===== src/rtl/spi_cmd_pkg.sv =====
package spi_cmd_pkg;
    localparam int NUM_TX   = 6;
    localparam int NUM_RX   = 10;
    localparam int CNT_W    = 8;
    localparam int GAP_CYC  = 2;

    typedef enum logic [1:0] {
        ST_IDLE = 2'd0,
        ST_XFER = 2'd1,
        ST_GAP  = 2'd2
    } eng_state_e;

    typedef struct packed {
        logic cs_n;
        logic sck;
        logic mosi;
    } spi_pins_t;

    function automatic int cnt_addr(input int ntx);
        return ntx;
    endfunction

    function automatic int cmd_addr(input int ntx);
        return ntx + 1;
    endfunction

    function automatic int rx_base(input int ntx);
        return ntx + 2;
    endfunction
endpackage


===== src/rtl/spi_cmd_regs.sv =====
module spi_cmd_regs
    import spi_cmd_pkg::*;
#(
    parameter int N_TX   = NUM_TX,
    parameter int N_RX   = NUM_RX,
    parameter int C_W    = CNT_W,
    parameter int ADDR_W = 5
) (
    input  logic                 clk,
    input  logic                 rst,
    input  logic                 wr_en,
    input  logic [ADDR_W-1:0]    wr_addr,
    input  logic [7:0]           wr_data,
    input  logic [ADDR_W-1:0]    rd_addr,
    output logic [7:0]           rd_data,
    input  logic                 busy,
    input  logic [8*N_RX-1:0]    rx_flat,
    output logic [8*N_TX-1:0]    tx_flat,
    output logic [C_W-1:0]       bit_cnt,
    output logic                 start_req
);
    localparam int A_CNT = cnt_addr(N_TX);
    localparam int A_CMD = cmd_addr(N_TX);
    localparam int A_RX  = rx_base(N_TX);

    logic [7:0] tx_q [N_TX];

    genvar gi;
    generate
        for (gi = 0; gi < N_TX; gi++) begin : g_tx
            always_ff @(posedge clk) begin
                if (rst) begin
                    tx_q[gi] <= '0;
                end else if (wr_en && wr_addr == ADDR_W'(gi)) begin
                    tx_q[gi] <= wr_data;
                end
            end
            assign tx_flat[8*gi +: 8] = tx_q[gi];
        end
    endgenerate

    always_ff @(posedge clk) begin
        if (rst) begin
            bit_cnt <= '0;
        end else if (wr_en && wr_addr == ADDR_W'(A_CNT)) begin
            bit_cnt <= C_W'(wr_data);
        end
    end

    assign start_req = wr_en && (wr_addr == ADDR_W'(A_CMD)) && wr_data[0];

    always_comb begin
        rd_data = '0;
        for (int i = 0; i < N_TX; i++) begin
            if (rd_addr == ADDR_W'(i)) rd_data = tx_q[i];
        end
        if (rd_addr == ADDR_W'(A_CNT)) rd_data = 8'(bit_cnt);
        if (rd_addr == ADDR_W'(A_CMD)) rd_data = {7'd0, busy};
        for (int k = 0; k < N_RX; k++) begin
            if (rd_addr == ADDR_W'(A_RX + k)) rd_data = rx_flat[8*k +: 8];
        end
    end
endmodule


===== src/rtl/spi_cmd_engine.sv =====
module spi_cmd_engine
    import spi_cmd_pkg::*;
#(
    parameter int N_TX  = NUM_TX,
    parameter int N_RX  = NUM_RX,
    parameter int C_W   = CNT_W,
    parameter int GAP_N = GAP_CYC
) (
    input  logic                 clk,
    input  logic                 rst,
    input  logic                 start_req,
    input  logic [8*N_TX-1:0]    tx_flat,
    input  logic [C_W-1:0]       bit_cnt,
    input  logic                 miso,
    output spi_pins_t            pins,
    output logic                 busy,
    output logic [8*N_RX-1:0]    rx_flat
);
    localparam int TXW = 8 * N_TX;
    localparam int RXW = 8 * N_RX;
    localparam int GW  = $clog2(GAP_N + 1);

    eng_state_e     state;
    logic           phase;
    logic           sck_q;
    logic [TXW-1:0] tx_sr;
    logic [RXW-1:0] rx_sr;
    logic [C_W-1:0] remain;
    logic [GW-1:0]  gap_cnt;

    always_ff @(posedge clk) begin
        if (rst) begin
            state   <= ST_IDLE;
            phase   <= 1'b0;
            sck_q   <= 1'b0;
            tx_sr   <= '0;
            rx_sr   <= '0;
            remain  <= '0;
            gap_cnt <= '0;
        end else begin
            case (state)
                ST_IDLE: begin
                    if (start_req) begin
                        tx_sr   <= tx_flat;
                        rx_sr   <= '0;
                        remain  <= bit_cnt;
                        phase   <= 1'b0;
                        sck_q   <= 1'b0;
                        gap_cnt <= '0;
                        state   <= (bit_cnt == '0) ? ST_GAP : ST_XFER;
                    end
                end
                ST_XFER: begin
                    if (!phase) begin
                        sck_q <= 1'b1;
                        phase <= 1'b1;
                        rx_sr <= {rx_sr[RXW-2:0], miso};
                    end else begin
                        sck_q  <= 1'b0;
                        phase  <= 1'b0;
                        tx_sr  <= {tx_sr[TXW-2:0], 1'b0};
                        remain <= remain - 1'b1;
                        if (remain == C_W'(1)) begin
                            state   <= ST_GAP;
                            gap_cnt <= '0;
                        end
                    end
                end
                ST_GAP: begin
                    gap_cnt <= gap_cnt + 1'b1;
                    if (gap_cnt == GW'(GAP_N - 1)) state <= ST_IDLE;
                end
                default: state <= ST_IDLE;
            endcase
        end
    end

    always_comb begin
        pins.cs_n = (state != ST_XFER);
        pins.sck  = sck_q;
        pins.mosi = (state == ST_XFER) ? tx_sr[TXW-1] : 1'b0;
    end

    assign busy    = (state != ST_IDLE);
    assign rx_flat = rx_sr;
endmodule


===== src/rtl/spi_cmd_shifter.sv =====
module spi_cmd_shifter
    import spi_cmd_pkg::*;
#(
    parameter int N_TX   = NUM_TX,
    parameter int N_RX   = NUM_RX,
    parameter int C_W    = CNT_W,
    parameter int GAP_N  = GAP_CYC,
    parameter int ADDR_W = 5
) (
    input  logic              clk,
    input  logic              rst,
    input  logic              wr_en,
    input  logic [ADDR_W-1:0] wr_addr,
    input  logic [7:0]        wr_data,
    input  logic [ADDR_W-1:0] rd_addr,
    output logic [7:0]        rd_data,
    output logic              spi_cs_n,
    output logic              spi_sck,
    output logic              spi_mosi,
    input  logic              spi_miso
);
    logic [8*N_TX-1:0] tx_flat;
    logic [8*N_RX-1:0] rx_flat;
    logic [C_W-1:0]    bit_cnt;
    logic              start_req;
    logic              busy_w;
    spi_pins_t         pins;

    spi_cmd_regs #(
        .N_TX(N_TX), .N_RX(N_RX), .C_W(C_W), .ADDR_W(ADDR_W)
    ) regs_i (
        .clk(clk), .rst(rst),
        .wr_en(wr_en), .wr_addr(wr_addr), .wr_data(wr_data),
        .rd_addr(rd_addr), .rd_data(rd_data),
        .busy(busy_w), .rx_flat(rx_flat),
        .tx_flat(tx_flat), .bit_cnt(bit_cnt), .start_req(start_req)
    );

    spi_cmd_engine #(
        .N_TX(N_TX), .N_RX(N_RX), .C_W(C_W), .GAP_N(GAP_N)
    ) eng_i (
        .clk(clk), .rst(rst),
        .start_req(start_req), .tx_flat(tx_flat), .bit_cnt(bit_cnt),
        .miso(spi_miso), .pins(pins), .busy(busy_w), .rx_flat(rx_flat)
    );

    assign spi_cs_n = pins.cs_n;
    assign spi_sck  = pins.sck;
    assign spi_mosi = pins.mosi;
endmodule


===== config.mk =====
export PLATFORM = sky130hd
export DESIGN_NAME = spi_cmd_shifter
export DESIGN_NICKNAME = d
export VERILOG_FILES = /design/src/rtl/spi_cmd_pkg.sv /design/src/rtl/spi_cmd_regs.sv /design/src/rtl/spi_cmd_engine.sv /design/src/rtl/spi_cmd_shifter.sv
export SDC_FILE = /design/constraint.sdc
export NUM_CORES = 1
export LEC_CHECK = 0
export ABC_AREA = 0
export CORE_ASPECT_RATIO = 1.4
export CORE_MARGIN = 5
export CORE_UTILIZATION = 55
export DETAILED_ROUTE_END_ITERATION = 8
export GPL_TIMING_DRIVEN = 0
export PLACE_DENSITY = 0.77
export SLEW_MARGIN = 20
export SYNTH_ARGS = -nofsm -noshare
export SYNTH_HDL_FRONTEND = slang
export SYNTH_HIERARCHICAL = 1
export SYNTH_SLANG_ARGS = --single-unit

===== constraint.sdc =====
create_clock -name clk -period 2.08 [get_ports clk]
set_input_delay 0.416 -clock clk [delete_from_list [all_inputs] [get_ports clk]]
set_output_delay 0.416 -clock clk [all_outputs]
set_load 0.05 [all_outputs]

* Word level (Yosys, flattened, before mapping)
Memory sizes are Yosys's and may differ from the RTL's. Cells that the tools add are included.
Storage, ports and cells: register bits after elaboration 149, bits in latches 0, RAM bits 48, ROM bits 0, bits of input ports 22, memories kept 1
Cells by class: add/subtract/negate cells 2, $mul 0, div/mod/pow operators 0, order comparisons 0, equality and inequality tests 34, shift-type cells 0, multiplexer cells 67, bitwise operators 6, reductions and logical operators 21
Memories:
- regs_i.tx_q | words 6, width 8, read ports 6, clocked after Yosys merged registers in 0, write ports 6, line spi_cmd_regs.sv:26 | logic [7:0] tx_q [N_TX];
Operators with widths (count):
- 2-to-1 mux 8 bit | 26
- 2-to-1 mux 80 bit | 2
- case mux 80 bit (2 select lines) | 1
- 2-to-1 mux 48 bit | 2
- case mux 48 bit (2 select lines) | 1
- equality test 5 x 3 -> 1 bit (second input constant) | 8
- equality test 5 x 4 -> 1 bit (second input constant) | 8
- 2-to-1 mux 1 bit | 23
- equality test 5 x 2 -> 1 bit (second input constant) | 4
- 2-to-1 mux 2 bit | 8
- case mux 8 bit (2 select lines) | 1
- case mux 2 bit (3 select lines) | 2
- equality test 5 x 1 -> 1 bit (second input constant) | 2
- equality test 5 bit (second input constant) | 2
- logical NOT 5 bit | 2
- != test 2 x 1 -> 1 bit (second input constant) | 5
- logical AND 1 bit | 9
- equality test 8 x 1 -> 1 bit (second input constant) | 1
- logical NOT 8 bit | 1
- AND reduction 4 bit | 2
- subtractor 8 x 1 -> 8 bit (second input constant) | 1
- OR 1 bit | 6
- AND reduction 3 bit | 2
- equality test 2 x 1 -> 1 bit (second input constant) | 2
- other kinds (8) | 9

* Longest topological paths before layout
word-level depth 19, depth in mapped cells 9, depth with buffers taken out 7

* Cells and area by module
The synthesis kept the hierarchy.
By module, submodules not included:
- spi_cmd_engine | instances 1, cells an instance 638, area an instance 5547.8 um^2
- spi_cmd_regs | instances 1, cells an instance 395, area an instance 3854.9 um^2

* Worst setup path after synthesis
No wires, ideal clock.
path type in2out, start point in rd_addr[0], end point out rd_data[3], arrival time 2197 ps, required time 1664 ps, path slack -533 ps, cell stages on the path 6, buffers on the path 1, cell sequence buf_6 > or3_4 > nor2_1 > a32o_1 > o22ai_1 > a2bb2oi_1
Between the ends: longest elaborated chain between the ends 19, elaborated cells between the ends (all ways) 36
Ends and longest elaborated chain:
- start, declared | line spi_cmd_shifter.sv:15 | input logic [ADDR_W-1:0] rd_addr,
- logical NOT 5 bit | line spi_cmd_regs.sv:55 | if (rd_addr == ADDR_W'(i)) rd_data = tx_q[i];
- 2-to-1 mux 8 bit (6 in a row) | line spi_cmd_regs.sv:55
- 2-to-1 mux 8 bit | line spi_cmd_regs.sv:57 | if (rd_addr == ADDR_W'(A_CNT)) rd_data = 8'(bit_cnt);
- 2-to-1 mux 8 bit | line spi_cmd_regs.sv:58 | if (rd_addr == ADDR_W'(A_CMD)) rd_data = {7'd0, busy};
- 2-to-1 mux 8 bit (9 in a row) | line spi_cmd_regs.sv:60 | if (rd_addr == ADDR_W'(A_RX + k)) rd_data = rx_flat[8*k +: 8];
- 2-to-1 mux 8 bit * | line spi_cmd_regs.sv:60
- end, declared | line spi_cmd_shifter.sv:16 | output logic [7:0] rd_data,
Mark *: on every way between the ends. The rest lies on a longest branch, timed or not.

==> summary.txt <==
Critical path
  • Crit path DAT: ~2100 ps
  • Element type at the critical path end: primary output
  • Crit path required time: between 1500 and 2000 ps
  • Cell breakdown of the critical path: or3b_1, a21oi_1, a31oi_1, o31ai_2, a31o_2, buf_8
  • Crit path buffers/inverters: 1
  • Critical path origin: regs_i/tx_q[0][1]$_SDFFCE_PN0P_
  • Critical Path Start Type: flip-flop
  • Critical path peak fanout: 2
  • Delay of the slowest cell on the worst path: ~460 ps
  • Crit Path Category: flip-flop to primary output
  • Slowest CP cell: edfxtp_1
  • Worst path top cell family by delay: compound AO/OA/AOI/OAI gates
  • RR Startpoint: eng_i/state[0]$_SDFFE_PP0P_

Final layout
  • Layout fillers: between 1000 and 1500
  • Register Area: 4430 µm²
  • Final Non-Filler Cells: 1330
  • ANT cells: 0
  • Multi-input logic area: around 5000 µm²
  • Area Growth Syn to Fin: 24.0%
  • Nets: about 1100
  • Share of cells above drive strength 1: 0.224

Power
  • Pwr Density: between 700 and 800 nW/µm²
  • Peak supply drop: around 550 µV
  • Overall Power: between 0.008 and 0.009 W
  • Pleak: approximately 4.2 nW

Die
  • Core Footprint: 16800 µm²
  • Die Wd: between 100 and 150 µm
  • I/O pin count: 33
  • Die H: ~160 µm
  • Initial Util: 0.559
  • Row count: 56
  • DIE AREA: a little under 20000 µm²

Place
  • Cells after DPL: roughly 1300
  • Dpl hpwl: about 22000 µm
  • RePlAce Congestion: about 0.98
  • # port buffers: 30

STA
  • Max Clock Freq: between 300 and 400 MHz
  • Least-Margin Pin Slew: ~910 ps
  • Final period util: 1.21
  • RSZ-0062 raised after global routing: true
  • Setup Viol. Count Final: 8
  • Clock skew: ~12 ps
  • Pins Over Slew Limit: 0
  • Period minus WS final: 2530 ps
  • Final WS setup: -445 ps
  • Final Hold Fails: 0
  • Worst relative slew slack: 0.391

Logic synthesis
  • Sequential area share after synthesis: 0.471
  • Count leader, synth: nor2_1
  • Synth async-reset ratio: 0
  • Synth top area cells: dfxtp_1 (32%), edfxtp_1 (15%), a22oi_1 (6.9%), nor2_1 (6.9%), nand2_1 (4.8%)
  • Mapped Nets: about 1100
  • Yosys top cell by area: dfxtp_1
  • Post-Syn Instances: roughly 1000
  • Ys Warns: 6
  • Mapped Avg Cell Area: 9.10 µm²
  • Post-synth EDFFs: 48
  • Post-synthesis cell type count: roughly 80
  • Seq cells post-synth: roughly 200
  • Yosys top cell area share: 0.317
  • Dominant synthesized flop cell: dfxtp_1
  • Post-Syn Area: between 9000 and 10000 µm²
  • Commonest cells post-synth: nor2_1 (174), dfxtp_1 (149), nand2_1 (120), a22oi_1 (87), and2_1 (50)

CTS
  • Hold_buf cts: 0
  • Reg clk slew, reported paths: approximately 80 ps
  • H-tree levels: 4
  • CTS tree: done
  • Clk root buf: clkbuf_16
  • Longest Clk Path Bufs: 2
  • CTS Buf Count: 17
  • Clock sink total: 197
  • Clock latency on the worst-skew pair: between 400 and 500 ps

Drt
  • Post-route ant nets: 0
  • Via density: approximately 6.5
  • Detailed Route Iter0 Violations: between 800 and 900
  • Vias: just under 9000
  • Final WL: roughly 30000 µm
  • DRC errors left: 0
  • Avg WL per Cell: approximately 23 µm
  • Drt first pass iters: 5

Min path
  • Hold Path Class: flip-flop to flip-flop
  • Hold_sp: eng_i/tx_sr[45]$_SDFFE_PP0P_

Global route
  • Grt ovf: 0
  • First-pass GRT wire length: 46200 µm
  • Met3 Resource Use GR: 0.0541
  • Met1 Usage GRT: 0.352
  • Global route hottest layer: met2
  • Initial antenna violation count: 0
  • Vias in the first global route: around 8400
  • Largest net degree at the start of global routing: 19
  • GRT met2 Usage: 0.512
  • Tot GR Track Use: 0.307

Flow run
  • Max_cap viols: 0

Status
  • Status: complete, but fails checks
  • Failing checks: negative setup slack
timing repair:
action | 4_1_cts | 5_1_grt
endpoints found under the setup margin | 148 | 87
pin swaps | 29 | 23
cloned | 4 | 1
gates resized for setup | 229 | 32
buffers inserted | 20 | 9
path summary, 6_finish.rpt:
check | depth (start not counted) | end | slack [ps]
worst min register to register | 2 | eng_i/tx_sr[46]$_SDFFE_PP0P_ | 480
worst max register to register | 10 | eng_i/rx_flat[15]$_SDFFE_PP0P_ | 90
worst min-delay path | 2 | eng_i/tx_sr[46]$_SDFFE_PP0P_ | 480
worst max-delay path | 6 | rd_data[1] | -450
state kept, by name, summed over array words and instances (netlist names):
register	flops
eng_i/gap_cnt	2
eng_i/remain	8
eng_i/rx_flat	80
eng_i/sck_q	1
eng_i/state	2
eng_i/tx_sr	48
regs_i/bit_cnt	8
regs_i/tx_q	48
through the flow:
step                worst slack, ps  instance area (µm²)  setup TNS [ps]   util  hold WS [ps]
floorplan                      -164                 9520            -963      -           455
detailed placement            -1730                10100         -184310  0.599           472
CTS                            -382                11500           -2480  0.682           482
global placement              -1710                10100         -178880  0.599           461
global route                   -464                11700           -2940  0.694           502
finish                         -445                11700           -2740  0.694           479
worst reg2reg max path: stages, from the launching register on:
cell	delay, ps
dfxtp_2	320
buf_6	100
buf_6	100
inv_4	40
nor2_4	190
inv_6	50
buf_4	150
nor2_2	400
buf_2	340
a22oi_1	100
nor2_1	120
cell usage in the layout, fill, tap and decap left out, types with 8 or more instances in the layout:
cell,count
mux2i_1,18
buf_2,24
edfxtp_1,48
a21oi_1,24
o22ai_1,8
buf_4,39
a22oi_1,85
and2_1,49
a311oi_1,47
nand3_1,10
nand2_1,114
buf_6,21
nor3_1,16
clkbuf_16,18
dfxtp_1,146
nor2_1,165
clkbuf_1,23
nand2b_1,12
buf_8,12
clkdlybuf4s50_1,10
kinds of logic after synthesis:
kind of cell	share of synthesized area
simple gates	0.222
mux	0.0282
flops	0.471
fa+ha+maj	0.00399
compound gates	0.221
buf+inv	0.0530
xor+xnor	0.00186
power breakdown:
group	internal (W)	leakage, nW	switching [W]
clock network	0.00185	0.295	0.00153
logic	0.000321	2.26	0.000504
registers	0.00398	1.66	0.0000648
total	0.00615	4.22	0.00210
area by class of cell:
cell class | instances | area share
buffer | 81 | 0.0513
tap | 203 | 0.0218
timing repair buffer | 64 | 0.0587
multi-input combinational | 744 | 0.433
clock inverter | 13 | 0.0142
clock buffer | 19 | 0.0380
sequential | 197 | 0.380
inverter | 9 | 0.00354
layer usage:
metal	vias up	wire, µm
met3	136	1760
met2	400	14500
li1	3969	-
met1	4151	11400
met5	-	0
met4	0	2580
Note: power is estimated with default switching activity, not from simulation.
